**config.mk**
```make
export PLATFORM = sky130hd
export DESIGN_NAME = watchdog_guard
export DESIGN_NICKNAME = d
export VERILOG_FILES = /design/src/rtl/watchdog_guard.sv
export SDC_FILE = /design/constraint.sdc
export NUM_CORES = 1
export LEC_CHECK = 0
export BUFFER_PORTS_ARGS = -buffer_cell sky130_fd_sc_hd__buf_2
export CAP_MARGIN = 20
export CORE_MARGIN = 1
export CORE_UTILIZATION = 57
export CTS_BUF_LIST = sky130_fd_sc_hd__clkbuf_16
export DETAILED_ROUTE_END_ITERATION = 7
export PLACE_DENSITY_LB_ADDON = 0.25
export REMOVE_ABC_BUFFERS = 1
export SYNTH_ARGS = -nofsm -noshare
export SYNTH_HDL_FRONTEND = slang
export SYNTH_SLANG_ARGS = --single-unit
```
**constraint.sdc**
```tcl
create_clock -name clk -period 2.8 [get_ports clk]
set_input_delay 0.42 -clock clk [delete_from_list [all_inputs] [get_ports clk]]
set_output_delay 0.42 -clock clk [all_outputs]
set_load 0.005 [all_outputs]
```
**src/rtl/watchdog_guard.sv**
```systemverilog
module watchdog_guard #(
  parameter int BASE_TICKS = 125,
  parameter int RST_LEN    = 16
) (
  input  logic       clk,
  input  logic       rst_n,
  input  logic       tick_i,
  input  logic       wr_en_i,
  input  logic [7:0] wr_data_i,
  output logic [7:0] ctrl_o,
  output logic       wdt_rst_o,
  output logic       wdt_irq_o
);
  localparam int CW = $clog2(BASE_TICKS * 128 + 1);
  localparam int RW = $clog2(RST_LEN + 1);
  localparam logic [3:0] FORCE_CODE = 4'b1000;

  logic [2:0]    code_q;
  logic          irq_q, stat_q, en_q, armed_q;
  logic [CW-1:0] cnt_q;
  logic [RW-1:0] rcnt_q;

  logic [CW-1:0] limit;
  logic          accept, force_rst, fire, code_ok;

  assign limit     = CW'(BASE_TICKS) << code_q;
  assign accept    = wr_en_i && armed_q;
  assign code_ok   = !wr_data_i[7];
  assign force_rst = accept && (wr_data_i[7:4] == FORCE_CODE);
  assign fire      = !accept && en_q && tick_i && (cnt_q == limit - 1'b1);

  assign ctrl_o    = {1'b0, code_q, irq_q, stat_q, en_q, armed_q};
  assign wdt_rst_o = (rcnt_q != '0);
  assign wdt_irq_o = stat_q && irq_q;

  always_ff @(posedge clk or negedge rst_n) begin
    if (!rst_n) begin
      armed_q <= 1'b0;
      code_q  <= 3'd7;
      irq_q   <= 1'b0;
      en_q    <= 1'b0;
    end else begin
      armed_q <= wr_en_i && wr_data_i[0] && !armed_q;
      if (accept) begin
        if (code_ok) code_q <= wr_data_i[6:4];
        irq_q <= wr_data_i[3];
        en_q  <= wr_data_i[1];
      end
    end
  end

  always_ff @(posedge clk or negedge rst_n) begin
    if (!rst_n) begin
      cnt_q <= '0;
    end else if (accept || fire) begin
      cnt_q <= '0;
    end else if (en_q && tick_i) begin
      cnt_q <= cnt_q + 1'b1;
    end
  end

  always_ff @(posedge clk or negedge rst_n) begin
    if (!rst_n) begin
      stat_q <= 1'b0;
    end else if (fire || force_rst) begin
      stat_q <= 1'b1;
    end else if (accept && !wr_data_i[2]) begin
      stat_q <= 1'b0;
    end
  end

  always_ff @(posedge clk or negedge rst_n) begin
    if (!rst_n) begin
      rcnt_q <= '0;
    end else if (force_rst || (fire && !irq_q)) begin
      rcnt_q <= RW'(RST_LEN);
    end else if (rcnt_q != '0) begin
      rcnt_q <= rcnt_q - 1'b1;
    end
  end

  p_locked_write_r7: assert property (@(posedge clk) disable iff (!rst_n)
    (wr_en_i && !armed_q) |=> (ctrl_o[7:1] == $past(ctrl_o[7:1]) || $rose(ctrl_o[2])));

  p_refresh_clears_r8: assert property (@(posedge clk) disable iff (!rst_n)
    accept |=> (cnt_q == '0));

  p_reserved_kept_r10: assert property (@(posedge clk) disable iff (!rst_n)
    (accept && wr_data_i[7:4] > FORCE_CODE) |=> (ctrl_o[6:4] == $past(ctrl_o[6:4])));

  p_force_reset_r9: assert property (@(posedge clk) disable iff (!rst_n)
    (accept && wr_data_i[7:4] == FORCE_CODE) |=> (wdt_rst_o && ctrl_o[2]));

  p_disabled_hold_r6: assert property (@(posedge clk) disable iff (!rst_n)
    (!en_q && !accept) |=> $stable(cnt_q));

  p_rst_with_status_r5: assert property (@(posedge clk) disable iff (!rst_n)
    $rose(wdt_rst_o) |-> ctrl_o[2]);

  p_irq_route_r4: assert property (@(posedge clk) disable iff (!rst_n)
    (fire && irq_q) |=> (wdt_irq_o && !$rose(wdt_rst_o)));

  p_rst_route_r3: assert property (@(posedge clk) disable iff (!rst_n)
    (fire && !irq_q) |=> wdt_rst_o);
endmodule

```
==> After elaboration in Yosys (flattened, before gate mapping) <==
Cells that the tools add are included.
{ "word_totals": {"regBits": 26, "latch_bits": 0, "ram_bits": 0, "rom_bits": 0, "inputBits": 12, "elab_cells": 43, "n_memories": 0} }
{ "classes": {"addsub": 3, "multipliers": 0, "div_mod_pow": 0, "n_lt_le_gt_ge": 0, "eq_ne": 2, "n_shift": 1, "n_mux": 6, "bitwise": 1, "reduce_logical": 23} }
{ "ops": {"columns": ["op", "count"], "rows": [
  ["14-bit 2-to-1 mux", 2],
  ["14-bit by 1-bit adder with 14-bit output, second input constant", 1],
  ["14-bit == test", 1],
  ["7-bit by 3-bit left shift with 14-bit output, first input constant", 1],
  ["14-bit by 1-bit subtractor with 14-bit output, second input constant", 1],
  ["1-bit logical AND", 11],
  ["5-bit 2-to-1 mux", 2],
  ["2-bit nonzero test", 3],
  ["5-bit nonzero test", 1],
  ["5-bit by 1-bit subtractor with 5-bit output, second input constant", 1],
  ["4-bit == test, second input constant", 1],
  ["1-bit logical NOT", 4],
  ["1-bit logical OR", 3],
  ["1-bit 2-to-1 mux", 2],
  ["2-bit AND reduction", 1],
  ["1-bit inverter", 1]
]} }

==> Longest topological paths before layout <==
{ "depth": {"depth_word": 8, "ltp_mapped": 10, "ltp_nobuf": 7} }

==> Least setup slack after synthesis <==
Ideal clock, no wire load.
{ "synth_timing": {"kind": "reg2reg", "startpoint": "register code_q[0]", "endpoint": "register stat_q", "setup_ps": 132, "t_arrival_ps": 1870, "setup_slack_ps": 799, "path_stages_with_launch": 7, "n_path_buf": 1, "period_less_slack_ps": 2001, "cell_sequence": "dfstp_2 > mux2_2 > a311oi_1 > nor3_1 > and2_1 > buf_6 > or3b_1"} }
{ "synth_via": {"elab_chain_cells": 6, "word_cells_on_any_way": 7, "classes_between": "add/sub (1); eq/ne (1); shift (1); mux (1); reduce/logical (3)"} }
{ "synth_rtl": {"columns": ["item", "line_no", "text"], "rows": [
  ["start: declaration", "18", "logic [2:0] code_q;"],
  ["start signal: assignment", "45", "if (code_ok) code_q <= wr_data_i[6:4];"],
  ["7-bit by 3-bit left shift with 14-bit output *", "26", "assign limit = CW'(BASE_TICKS) << code_q;"],
  ["14-bit by 1-bit subtractor with 14-bit output *", "30", "assign fire = !accept && en_q && tick_i && (cnt_q == limit - 1'b1);"],
  ["14-bit == test *", "30", null],
  ["1-bit logical AND *", "30", null],
  ["1-bit logical OR *", "65", "end else if (fire || force_rst) begin"],
  ["1-bit 2-to-1 mux / 2-bit nonzero test (equally long branches)", null, null],
  ["end signal: assignment", "64", "stat_q <= 1'b0;"],
  ["end signal: assignment", "66", "stat_q <= 1'b1;"],
  ["end signal: assignment", "68", "stat_q <= 1'b0;"],
  ["end: declaration", "19", "logic irq_q, stat_q, en_q, armed_q;"]
]} }
Every way passes the cells marked *; elsewhere a longest branch is shown, timed or not.
A chain may end at the register's enable or synchronous reset.

==> Final worst setup path <==
{ "layout_timing": {"startpoint": "register code_q[2]", "endpoint": "register cnt_q[11]"} }
{ "layout_via": {"elab_chain_cells": 6, "word_cells_on_any_way": 7, "classes_between": "add/sub (1); eq/ne (1); shift (1); mux (1); reduce/logical (3)"} }
{ "layout_rtl": {"columns": ["item", "line_no", "text"], "rows": [
  ["7-bit by 3-bit left shift with 14-bit output *", "26", null],
  ["14-bit by 1-bit subtractor with 14-bit output *", "30", null],
  ["14-bit == test *", "30", null],
  ["1-bit logical AND *", "30", null],
  ["1-bit logical OR *", "55", "end else if (accept || fire) begin"],
  ["14-bit 2-to-1 mux / 2-bit nonzero test (equally long branches)", null, null],
  ["end signal: assignment", "58", "cnt_q <= cnt_q + 1'b1;"],
  ["end: declaration", "20", "logic [CW-1:0] cnt_q;"]
]} }
Marked as above.

==> flow_summary.json <==
{
  "ir_drop_mv": 0.374,
  "reg2reg_slack_ns": 0.38,
  "min_path_type": "in -> async",
  "hold_buffers": 0,
  "p_per_area_nw_per_um2": 693,
  "fin_setup_tns_ns": 0,
  "io_buffers": 20,
  "vias": 1395,
  "syn_inst": 192,
  "finClkSkew_ns": 0.00735,
  "critical_path_required_ns": 2.93,
  "clk_pin_slew_ns": 0.07,
  "area_delta_synth_final_pct": 5.02,
  "dpl_cell_area_um2": 1780,
  "core_um2": 2850,
  "synth_seq_cells": 26,
  "yosysMostFrequentCell": "dfrtp_1",
  "ys.flop_type": "dfrtp_1",
  "critPathKind": "reg -> reg",
  "max_cap_viol_count": 0,
  "synth_top_cell_area_share_pct": 32.5,
  "cts-resized-gates": 0,
  "setup_slack_ns": 0.380,
  "fill_cells": 237,
  "grt_pass1_wl_um": 6320,
  "layout.nets": 216,
  "synth_common_cells": "23 x dfrtp_1, 20 x nand2_1, 11 x nor2_1, 11 x nor3_1, 10 x nor3_2",
  "layout-drive-gt1-share_pct": 22.5,
  "first_iter_violations": 57,
  "diodes": 0,
  "cp-start-kind": "flop",
  "dp_slack_ns": 0.449,
  "synth_area_leaders": "dfrtp_1 33%, nor3_2 5.7%, dfstp_2 4.5%",
  "worst_pin_slew_ns": 0.774,
  "finalSetupViolations": 0,
  "viasPerCell": 6.04,
  "leakagePower_nw": 0.825,
  "root_buffer": "clkbuf_16",
  "clkSinkCount": 26,
  "final_hold_viol_count": 0,
  "clockBufferDepth": 2,
  "cts_tree": "yes",
  "clk_latency_ns": 0.26,
  "multi_input_area_um2": 937,
  "min_period_ns": 2.42,
  "fin_crit_sh_pct": 86.4,
  "seqCellArea_um2": 654,
  "antenna_found_initial": 0,
  "dp.cells": 227,
  "startpoint": "code_q[2]",
  "fin_cells": 231,
  "syn_area_per_cell_um2": 9.21,
  "hpwlAfterDp_um": 2640,
  "start_util_pct": 62.0,
  "clock_tree.htree_level_count": 1,
  "relSlewSlack_pct": 47.7,
  "cts_buffers": 3,
  "placementRows": 19,
  "ios": 22,
  "drc_errors": 0,
  "drv_slew": 0,
  "ys_types": 47,
  "final_cell_area_um2": 1860,
  "synthesis.area_um2": 1770,
  "grt_max_degree": 27,
  "die_area_um2": 3330,
  "seq_area_frac_synth_pct": 37.0,
  "reg2reg_from": "code_q[2]",
  "first_pass_iters": 4,
  "die_h_um": 57.7,
  "fmax_mhz": 413,
  "fp.dieW_um": 57.7,
  "synth.largest_area_cell": "dfrtp_1",
  "gp_congestion": 0.800,
  "final_antenna_net_count": 0,
  "crit_fanout": 20,
  "status": "finished, final reports clean",
  "wl_um": 3750,
  "worstPathArrival_ns": 2.55,
  "synth_edf_count": 0,
  "track_usage_pct": 24.9,
  "wl_per_cell_um": 16.2,
  "ys_async_sr_fraction_pct": 100,
  "grt_overflow": 0,
  "rsz0062_at_grt": "no",
  "cts_setup_buffers": 0,
  "worstSetupEndpointType": "flop",
  "synth_warnings": 0,
  "grt_pass1_vias": 1384
}
-- critical path, stage by stage (launching register included) --
cell       delay [ns]
dfstp_2          0.73
mux2i_1          0.17
nor4_2           0.29
o2111ai_1        0.16
nor4_2           0.30
and2_1           0.31
buf_4            0.26
nor3_2           0.07
-- final cells by class --
cell class,count,area share (%)
repair buffers,22,6.20
clock buffers,3,4.04
inverters,9,1.82
well taps,31,2.09
flip-flops and latches,26,35.2
clock inverters,1,0.202
multi-input cells,139,50.4
-- layer usage --
| layer | vias to the layer above | track usage, % | wire length [µm] |
|---|---|---|---|
| met5 | - | 0 | 0 |
| met4 | 0 | 11.2 | 79 |
| met3 | 9 | 4.24 | 181 |
| met2 | 39 | 40.9 | 1810 |
| met1 | 671 | 32.4 | 1680 |
| li1 | 676 | - | - |
-- state kept, by name, summed over array words and instances (netlist names) --
signal   flops
en_q         1
armed_q      1
stat_q       1
code_q       3
irq_q        1
cnt_q       14
rcnt_q       5
-- power breakdown --
| part | switching, W | internal, W | leakage, nW |
|---|---|---|---|
| clock network | 0.000125 | 0.000191 | 0.0385 |
| logic | 0.000182 | 0.000189 | 0.451 |
| registers | 0.000136 | 0.000466 | 0.335 |
| total | 0.000442 | 0.000846 | 0.825 |
-- placed cells by master, fill, tap and decap left out, drive strengths merged, types with 2 or more instances in the layout --
| cell | count |
|---|---|
| o21ai | 8 |
| and2 | 6 |
| ha | 3 |
| nand3 | 4 |
| dfstp | 3 |
| nand4 | 2 |
| dfrtp | 23 |
| o211ai | 2 |
| nor4 | 3 |
| a21oi | 9 |
| nor3 | 21 |
| clkbuf | 3 |
| nor2 | 11 |
| xor2 | 6 |
| mux2i | 3 |
| and3 | 4 |
| and3b | 2 |
| nand2 | 20 |
| nor2b | 2 |
| o2111ai | 2 |
| mux2 | 3 |
| xnor2 | 9 |
| inv | 9 |
| nand3b | 2 |
| buf | 22 |
-- worst paths after layout --
| kind | end | cells past startpoint |
|---|---|---|
| min in group clk | en_q | 3 |
| max in group asynchronous | cnt_q[3] | 1 |
| hold reg to reg | armed_q | 1 |
| setup / recovery | cnt_q[11] | 7 |
| setup reg to reg | cnt_q[11] | 7 |
| hold / removal | rcnt_q[2] | 1 |
-- metrics by stage --
stage / hold WS [ns] / utilization (%) / total power, W
finish: 0.156 / 65.1 / 0.00129
global route: 0.213 / 65.1 / 0.00137
CTS: 0.174 / 65.1 / 0.00129
detailed placement: 0.451 / 62.4 / 0.000972
global placement: 0.443 / 62.4 / 0.000939
floorplan: 0.124 / - / 0.000846
-- cells by family (layout without fill, tap and decap cells) --
family,count (synthesis),in the layout,share of synthesized area (%)
adder cells (fa/ha/maj),4,4,2.76
AND/OR/NAND/NOR,82,82,27.3
multiplexers,6,6,3.61
flip-flops,26,26,37.0
other,1,1,0.212
XOR/XNOR,15,15,7.43
AO/OA/AOI/OAI,31,31,11.7
buffers and inverters,27,35,10.0
No activity file was read; power rests on OpenSTA's default activity.
